### src/rtl/btb_pkg.sv
package btb_pkg;
  localparam int unsigned DEF_PC_W  = 16;
  localparam int unsigned DEF_IDX_W = 3;
endpackage

### src/rtl/btb_store.sv
module btb_store #(
  parameter int unsigned PC_W  = btb_pkg::DEF_PC_W,
  parameter int unsigned IDX_W = btb_pkg::DEF_IDX_W
) (
  input  logic             clk,
  input  logic             rst,
  input  logic             wr_en,
  input  logic [IDX_W-1:0] wr_idx,
  input  logic [PC_W-1:0]  wr_tag,
  input  logic [PC_W-1:0]  wr_tgt,
  input  logic [IDX_W-1:0] rd_idx,
  output logic             rd_valid,
  output logic [PC_W-1:0]  rd_tag,
  output logic [PC_W-1:0]  rd_tgt
);
  localparam int unsigned DEPTH = 1 << IDX_W;

  logic [PC_W-1:0]  tag_mem [DEPTH];
  logic [PC_W-1:0]  tgt_mem [DEPTH];
  logic [DEPTH-1:0] valid_q;

  // Tag and target arrays carry no reset so they map onto distributed RAM.
  always_ff @(posedge clk) begin
    if (wr_en) begin
      tag_mem[wr_idx] <= wr_tag;
      tgt_mem[wr_idx] <= wr_tgt;
    end
  end

  always_ff @(posedge clk) begin
    if (rst) valid_q <= '0;
    else if (wr_en) valid_q[wr_idx] <= 1'b1;
  end

  assign rd_valid = valid_q[rd_idx];
  assign rd_tag   = tag_mem[rd_idx];
  assign rd_tgt   = tgt_mem[rd_idx];


  reset_clear_chk: assert property (@(posedge clk) rst |=> valid_q == '0);

  one_entry_chk: assert property (@(posedge clk) disable iff (rst)
    $countones(valid_q ^ $past(valid_q)) <= 1);

  valid_sticky_chk: assert property (@(posedge clk) disable iff (rst)
    (valid_q & $past(valid_q)) == $past(valid_q));

  idle_hold_chk: assert property (@(posedge clk) disable iff (rst)
    !$past(wr_en) |-> valid_q == $past(valid_q));
endmodule

### src/rtl/btb_lookup.sv
module btb_lookup #(
  parameter int unsigned PC_W = btb_pkg::DEF_PC_W
) (
  input  logic [PC_W-1:0] fetch_pc,
  input  logic            ent_valid,
  input  logic [PC_W-1:0] ent_tag,
  input  logic [PC_W-1:0] ent_tgt,
  output logic            hit,
  output logic [PC_W-1:0] pred
);
  logic [PC_W-1:0] seq_pc;

  always_comb begin
    seq_pc = fetch_pc + PC_W'(1);
    hit    = ent_valid && (ent_tag == fetch_pc);
    pred   = hit ? ent_tgt : seq_pc;
  end
endmodule

### src/rtl/branch_target_buffer.sv
module branch_target_buffer #(
  parameter int unsigned PC_W  = btb_pkg::DEF_PC_W,
  parameter int unsigned IDX_W = btb_pkg::DEF_IDX_W
) (
  input  logic            clk,
  input  logic            rst,
  input  logic [PC_W-1:0] fetch_pc,
  output logic [PC_W-1:0] pred_pc,
  input  logic            upd_en,
  input  logic [PC_W-1:0] upd_pc,
  input  logic [PC_W-1:0] upd_target
);
  logic            ent_valid;
  logic [PC_W-1:0] ent_tag;
  logic [PC_W-1:0] ent_tgt;
  logic            hit;

  btb_store #(.PC_W(PC_W), .IDX_W(IDX_W)) u_store (
    .clk      (clk),
    .rst      (rst),
    .wr_en    (upd_en),
    .wr_idx   (upd_pc[IDX_W-1:0]),
    .wr_tag   (upd_pc),
    .wr_tgt   (upd_target),
    .rd_idx   (fetch_pc[IDX_W-1:0]),
    .rd_valid (ent_valid),
    .rd_tag   (ent_tag),
    .rd_tgt   (ent_tgt)
  );

  btb_lookup #(.PC_W(PC_W)) u_lookup (
    .fetch_pc  (fetch_pc),
    .ent_valid (ent_valid),
    .ent_tag   (ent_tag),
    .ent_tgt   (ent_tgt),
    .hit       (hit),
    .pred      (pred_pc)
  );


  trained_hit_chk: assert property (@(posedge clk) disable iff (rst)
    upd_en |=> (fetch_pc != $past(upd_pc) || pred_pc == $past(upd_target)));

  stable_pred_chk: assert property (@(posedge clk) disable iff (rst)
    (!$past(upd_en) && $stable(fetch_pc)) |-> $stable(pred_pc));

  miss_seq_chk: assert property (@(posedge clk) disable iff (rst)
    !hit |-> pred_pc == fetch_pc + PC_W'(1));
endmodule

### config.mk
export PLATFORM = sky130hd
export DESIGN_NAME = branch_target_buffer
export DESIGN_NICKNAME = d
export VERILOG_FILES = /design/src/rtl/btb_pkg.sv /design/src/rtl/btb_store.sv /design/src/rtl/btb_lookup.sv /design/src/rtl/branch_target_buffer.sv
export SDC_FILE = /design/constraint.sdc
export NUM_CORES = 1
export LEC_CHECK = 0
export ABC_CLOCK_PERIOD_IN_PS = 5390
export BUFFER_PORTS_ARGS = -buffer_cell sky130_fd_sc_hd__buf_2
export CAP_MARGIN = 10
export CELL_PAD_IN_SITES_DETAIL_PLACEMENT = 1
export CELL_PAD_IN_SITES_GLOBAL_PLACEMENT = 1
export CORE_MARGIN = 2
export CORE_UTILIZATION = 53
export CTS_CLUSTER_SIZE = 28
export DETAILED_ROUTE_END_ITERATION = 6
export PLACE_DENSITY_LB_ADDON = 0.1
export REMOVE_ABC_BUFFERS = 1
export SYNTH_ARGS = -nofsm -noshare
export SYNTH_HDL_FRONTEND = slang
export SYNTH_SLANG_ARGS = --single-unit
### constraint.sdc
create_clock -name clk -period 5.39 [get_ports clk]
set_clock_uncertainty 0.15 [all_clocks]
set_input_delay 1.078 -clock clk [delete_from_list [all_inputs] [get_ports clk]]
set_output_delay 1.078 -clock clk [all_outputs]
set_load 0.05 [all_outputs]
==> results by group, run 1 <==
Run status
  – Status: finished clean

Placement
  – DPL Wire Length: 14900 um
  – Setup slack at placement: 110 ps
  – Port buffer count: 66
  – Placed insts: 854
  – Routability cong.: 0.845

Setup path
  – Crit path max fanout: 18
  – Max incr delay on CP: 570 ps
  – Slowest-stage cell, CP: mux4_2
  – CP Launch Type: primary input
  – Data arrival, critical path: 3970 ps
  – R2R cell count: 2
  – CP required: 4160 ps
  – Stages on the worst setup path: 10
  – Crit Path Category: primary input to primary output
  – Crit-path leading delay family: multiplexers
  – Worst path buffer plus inverter count: 4
  – CP cell instances: buf_4, buf_4, mux4_2, mux2i_1, xnor2_1, a2111oi_0, and4_1, buf_12, mux2_2, buf_2
  – Worst setup EP type: primary output
  – Critical path's most frequent cell: buf_4

Clocking
  – CTS buffer count: 28
  – H-Tree Depth: 1
  – # clock sinks: 264
  – Clock transition at path regs: 60 ps
  – Root Driver: clkbuf_16
  – Insertion delay to the later sink of the worst-skew pair: 530 ps
  – Setup Buffers After CTS: 0
  – CTS tree: built
  – Clock buffer depth: 3

Cells and area
  – Layout cells sized above 1: 0.301
  – N_diodes: 0
  – Non-Filler Instances: 906
  – Net count, final: 671
  – Number of fill cells: 1647
  – Area Growth Syn to Fin: 16.4%
  – Final core occ: 0.630

STA
  – Final Critical Period: 5200 ps
  – Setup TNS: 0 ps
  – Final setup vio count: 0
  – Max-slew violation count: 0
  – Slew margin rel.: 0.361
  – Final hold violations: 0
  – RSZ-0062 raised after global routing: no
  – Slew @ Worst Pin: 956 ps
  – F_max: 0.192 GHz
  – Tcrit/Tclk final: 0.965
  – Final setup margin: 189 ps

Yosys
  – Multiplexer share of the synthesized area: 0.166
  – Mapped cell area: 10500 um2
  – Ys async rst share: 0
  – Post-Synth XOR/XNOR Area: 0.0191
  – Most numerous cell in the Yosys netlist: edfxtp_1
  – Ys flop type: edfxtp_1
  – Synth area leader: edfxtp_1
  – Synth Area in Simple Gates: 0.0399
  – Synth top area share: 0.730
  – Main area contributors after synthesis: edfxtp_1, mux4_2, mux2i_1
  – Number of synthesized flops with an enable pin: 256
  – #FFs+latches synth: 264
  – Post-Synthesis Cells: 523
  – Avg Inst Size Synth: 20.1 um2
  – Synth unique cells: 42
  – Synth Area in Adders: 0.00119
  – Compound-gate portion of the synthesized area: 0.0158
  – Seq/Total Area, Yosys: 0.745
  – Largest family of logic cells by synthesized area: multiplexers
  – Yosys Warn Count: 0
  – Synth cell count leaders: edfxtp_1, mux4_2, mux2i_1

Route
  – Drt via density: 6.01
  – Wire per inst: 26.6 um
  – Antenna-violating nets left: 0
  – DR pass1 iterations: 4
  – Routed WL: 24100 um
  – DRC Markers: 0
  – Routed vias: 5445
  – First DRT Iteration DRCs: 400

Flow run
  – Max_cap viols: 0

Floorplanning
  – Starting Density: 0.541
  – Die Y: 145 um
  – Die Span X: 145 um
  – Number of cell rows: 51
  – Total core area: 19500 um2
  – Die area: 21000 um2
  – Top Ports: 67

Min path
  – Hold crit path type: register to register
  – Min-Delay Path Depth: 2

Power
  – PD cells: 374 nW/um2
  – Leak: 4.09 nW
  – Peak supply drop: 0.000301 V

Global route
  – Via count of the first global-routing pass: 6031
  – Initial antenna violation count: 2
  – GRT Overall Usage: 0.235
  – First-pass GRT wire length: 37000 um
  – Largest net degree at the start of global routing: 34
  – Congestion Overflow GR: 0
==> kinds of logic (layout without fill, tap and decap cells) <==
group / Yosys count / after routing
flops: 264 / 264
mux: 105 / 105
simple gates: 82 / 82
buf+inv: 27 / 145
xor+xnor: 23 / 23
compound gates: 21 / 21
fa+ha+maj: 1 / 1
==> per-stage QoR <==
stage / total power, mW / area, um2 / hold slack [ps]
5_1_grt: 4.72 / 12300 / 367
3_5_place_dp: 2.69 / 11300 / 315
2_1_floorplan: 2.53 / 10400 / 282
6_report: 4.58 / 12300 / 319
4_1_cts: 4.61 / 12300 / 329
3_3_place_gp: 2.67 / 11300 / 294
==> worst register-to-register path, delay by kind of cell (launching register included) <==
| family | cells | cell delay (ps) |
|---|---|---|
| simple gates | 2 | 180 |
| flops | 1 | 320 |
==> where the power goes <==
part / switching (mW) / leakage (nW) / internal (mW) / total (mW)
Sequential: 0.0175 / 2.39 / 2.32 / 2.34
Clock: 0.765 / 0.456 / 1.17 / 1.94
Combinational: 0.192 / 1.25 / 0.117 / 0.309
==> path summary, 6_finish.rpt <==
kind                                      to  slack, ps                       startpoint
max                               pred_pc[1]        190                      fetch_pc[1]
min          u_store.valid_q[3]$_SDFFE_PP0P_        320  u_store.valid_q[3]$_SDFFE_PP0P_
max reg2reg  u_store.valid_q[1]$_SDFFE_PP0P_       4630  u_store.valid_q[1]$_SDFFE_PP0P_
min reg2reg  u_store.valid_q[3]$_SDFFE_PP0P_        320  u_store.valid_q[3]$_SDFFE_PP0P_
==> metal layers <==
layer | up-vias | wire, um | global-route usage
met5 | - | 12 | 0
met4 | 2 | 426 | 0.0554
met3 | 35 | 1200 | 0.0456
met2 | 147 | 12200 | 0.395
met1 | 2913 | 10200 | 0.323
li1 | 2348 | - | -
==> registers in the layout, indices dropped and copies added (netlist names) <==
name	flops
u_store.tag_mem	128
u_store.tgt_mem	128
u_store.valid_q	8
==> cell type report <==
| cell class | count | area (um2) | share of cell area |
|---|---|---|---|
| Sequential cell | 264 | 7850 | 0.640 |
| Multi-Input combinational cell | 232 | 2600 | 0.212 |
| Clock buffer | 35 | 748 | 0.0610 |
| Timing Repair Buffer | 91 | 538 | 0.0439 |
| Tap cell | 265 | 332 | 0.0270 |
| Clock inverter | 17 | 186 | 0.0152 |
| Inverter | 2 | 7.51 | 0.000612 |
==> layout by cell type (no fill, tap or decap), types with 4 or more instances in the layout <==
cell type  Yosys  routed
nand2b_1       5       5
clkinv_1       0       8
nor2_1        29      23
mux4_2        50      50
buf_2         10      63
nand3_1       10      10
xnor2_1       14      14
nor2_4         0       6
mux2i_1       49      49
mux4_1         4       4
bufinv_16      0       4
dfxtp_1        8       8
xor2_1         9       9
clkbuf_1       4       6
nand2_1       12      12
clkbuf_16      0      29
clkinv_2       0       4
a22oi_1        4       4
edfxtp_1     256     256
buf_4          3      26
nand4_1        7       7
==> repair_timing <==
action                     in CTS  in global routing
setup endpoints to repair       0                  6
gates resized for setup         0                  2
hold buffers                    0                  0
Note: power is estimated with default switching activity, not from simulation.
==> run 2, diff against run 1 <==
REMOVE_ABC_BUFFERS = unset   (was 1)
==> run 2 against run 1 <==
Compared with the run above:
- register-to-register slack worse by 30 ps
- via count down 2.6%
- combinational power about the same
- utilization down 0.56 points
- critical path depth down 1
==> results by group, run 2 (synthesis results as in run 1) <==
STA
  – Slew @ Worst Pin: 1020 ps (was 956 ps)
  – Tcrit/Tclk final: 0.971 (was 0.965)
  – Slew margin rel.: 0.316 (was 0.361)
  – Final setup vio count: 0 (unchanged)
  – RSZ-0062 raised after global routing: yes (was no)
  – Final Critical Period: 5240 ps (was 5200 ps)
  – Final setup margin: 154 ps (was 189 ps)
  – F_max: 0.191 GHz (was 0.192 GHz)
  – Max-slew violation count: 0 (unchanged)
  – Final hold violations: 0 (unchanged)

Clocking
  – Setup Buffers After CTS: 0 (unchanged)
  – # clock sinks: 264 (unchanged)
  – H-Tree Depth: 1 (unchanged)
  – Hold_buf cts: 0 (unchanged)
  – Insertion delay to the later sink of the worst-skew pair: 510 ps (was 530 ps)
  – Clock transition at path regs: 60 ps (about the same)
  – CTS buffer count: 27 (was 28)
  – Root Driver: clkbuf_16 (unchanged)
  – Clock buffer depth: 3 (unchanged)
  – CTS tree: built (unchanged)

Setup path
  – R2R cell count: 2 (unchanged)
  – CP startpoint: fetch_pc[1] (unchanged)
  – Terminus of the critical flop-to-flop path: u_store.valid_q[2]$_SDFFE_PP0P_ (was u_store.valid_q[1]$_SDFFE_PP0P_)
  – CP Launch Type: primary input (unchanged)
  – Worst setup EP type: primary output (unchanged)
  – Register-to-register setup slack: 4600 ps (was 4630 ps)
  – Crit Path Category: primary input to primary output (unchanged)
  – Crit path max fanout: 12 (was 18)
  – Crit path capture: pred_pc[15] (was pred_pc[1])
  – RR Startpoint: u_store.valid_q[2]$_SDFFE_PP0P_ (was u_store.valid_q[1]$_SDFFE_PP0P_)
  – CP required: 4160 ps (about the same)
  – Data arrival, critical path: 4010 ps (was 3970 ps)

Power
  – Leak: 4.02 nW (was 4.09 nW)
  – PD cells: 359 nW/um2 (was 374 nW/um2)
  – Peak supply drop: 0.000423 V (was 0.000301 V)

Yosys
  – Post-Syn Nets: 575

Cells and area
  – Area Growth Syn to Fin: 15.4% (was 16.4%)
  – Number of fill cells: 1659 (was 1647)
  – Leading cell type in the layout, fill and taps excluded: edfxtp_1 (unchanged)
  – Largest regs: u_store.tag_mem (128), u_store.tgt_mem (128), u_store.valid_q (8) (unchanged)
  – Most frequent cells in the layout: edfxtp_1, buf_2, mux4_2 (unchanged)
  – Net count, final: 667 (was 671)
  – Post-Layout Inst Area: 12200 um2 (was 12300 um2)
  – N_diodes: 0 (unchanged)
  – Layout cells sized above 1: 0.289 (was 0.301)

Placement
  – Port buffer count: 66 (unchanged)
  – Setup slack at placement: 108 ps (was 110 ps)
  – Routability cong.: 0.786 (was 0.845)
  – DPL Wire Length: 14800 um (was 14900 um)
  – Placed cell area: 11300 um2 (about the same)

Global route
  – GRT Overall Usage: 0.226 (was 0.235)
  – Congestion Overflow GR: 0 (unchanged)
  – Initial antenna violation count: 1 (was 2)
  – Via count of the first global-routing pass: 5716 (was 6031)
  – Largest net degree at the start of global routing: 36 (was 34)
  – First-pass GRT wire length: 35300 um (was 37000 um)

Floorplanning
  – Number of cell rows: 51 (unchanged)
  – Total core area: 19500 um2 (unchanged)
  – Die Y: 145 um (unchanged)
  – Die Span X: 145 um (unchanged)
  – Top Ports: 67 (unchanged)
  – Starting Density: 0.541 (unchanged)
  – Die area: 21000 um2 (unchanged)

Run status
  – Status: finished clean (unchanged)

Route
  – Routed WL: 23300 um (was 24100 um)
  – DR pass1 iterations: 6 (was 4)
  – First DRT Iteration DRCs: 464 (was 400)
  – Antenna-violating nets left: 0 (unchanged)
  – Routed vias: 5302 (was 5445)
  – DRC Markers: 0 (unchanged)
  – Wire per inst: 25.9 um (was 26.6 um)
  – Drt via density: 5.90 (was 6.01)

Min path
  – Hold crit path type: register to register (unchanged)

Flow run
  – Max_cap viols: 0 (unchanged)
run 2: cell count changes in the layout (fill, tap and decap cells not counted), sizes merged:
cell / change
buf: -5
clkinv: -3
bufinv: -2
clkbuf: +1
clkinvlp: +1
inv: +1
run 2: where the power goes:
part / total (mW) / switching, mW / internal (mW)
clock network: 1.72 / 0.715 / 1.01
registers: 2.34 / 0.0170 / 2.32
logic: 0.306 / 0.188 / 0.118
run 2: final cells by class:
class,instances,area (um2),share of cell area
inverter,2,7.51,0.000618
multi-input combinational,232,2600,0.214
tap,265,332,0.0273
clock inverter,14,114,0.00937
clock buffer,34,702,0.0578
sequential,264,7850,0.646
timing repair buffer,88,546,0.0449
run 2: stage by stage:
step	TNS (ps)	hold slack (ps)	util	power, mW	std cells
5_1_grt	-6.87	359	0.624	4.50	899
6_report	0	324	0.624	4.37	899
2_1_floorplan	0	282	-	2.56	523
4_1_cts	0	330	0.624	4.40	899
3_3_place_gp	0	292	0.582	2.67	851
3_5_place_dp	0	319	0.582	2.69	851
run 2: layer usage:
layer,GRT usage,vias up,wire length [um]
met5,0,-,13
met4,0.0644,2,640
met3,0.0387,40,872
met2,0.377,133,11600
met1,0.311,2787,10200
li1,-,2340,-
run 2: timing repair:
action | CTS | global route
gates resized for setup | 0 | 4
endpoints found under the hold margin | 0 | 0
setup endpoints to repair | 0 | 4
run 2: critical path: stages:
cell and delay [ps]:
buf_4 210, mux4_1 580, mux2i_1 180, xnor2_1 100, or4_1 520, nor4_1 290
and4_1 400, mux2i_2 350, clkbuf_4 300
run 2: worst min-delay path by stage:
stage	startpoint	end	slack [ps]	cells after the start
finish	u_store.valid_q[6]$_SDFFE_PP0P_	u_store.valid_q[6]$_SDFFE_PP0P_	320	2
global route	u_store.valid_q[4]$_SDFFE_PP0P_	u_store.valid_q[4]$_SDFFE_PP0P_	360	2
CTS	u_store.valid_q[6]$_SDFFE_PP0P_	u_store.valid_q[6]$_SDFFE_PP0P_	330	2
detailed placement	u_store.valid_q[6]$_SDFFE_PP0P_	u_store.valid_q[6]$_SDFFE_PP0P_	320	2
global placement	u_store.valid_q[6]$_SDFFE_PP0P_	u_store.valid_q[6]$_SDFFE_PP0P_	290	2
floorplan	u_store.valid_q[0]$_SDFFE_PP0P_	u_store.valid_q[0]$_SDFFE_PP0P_	280	2
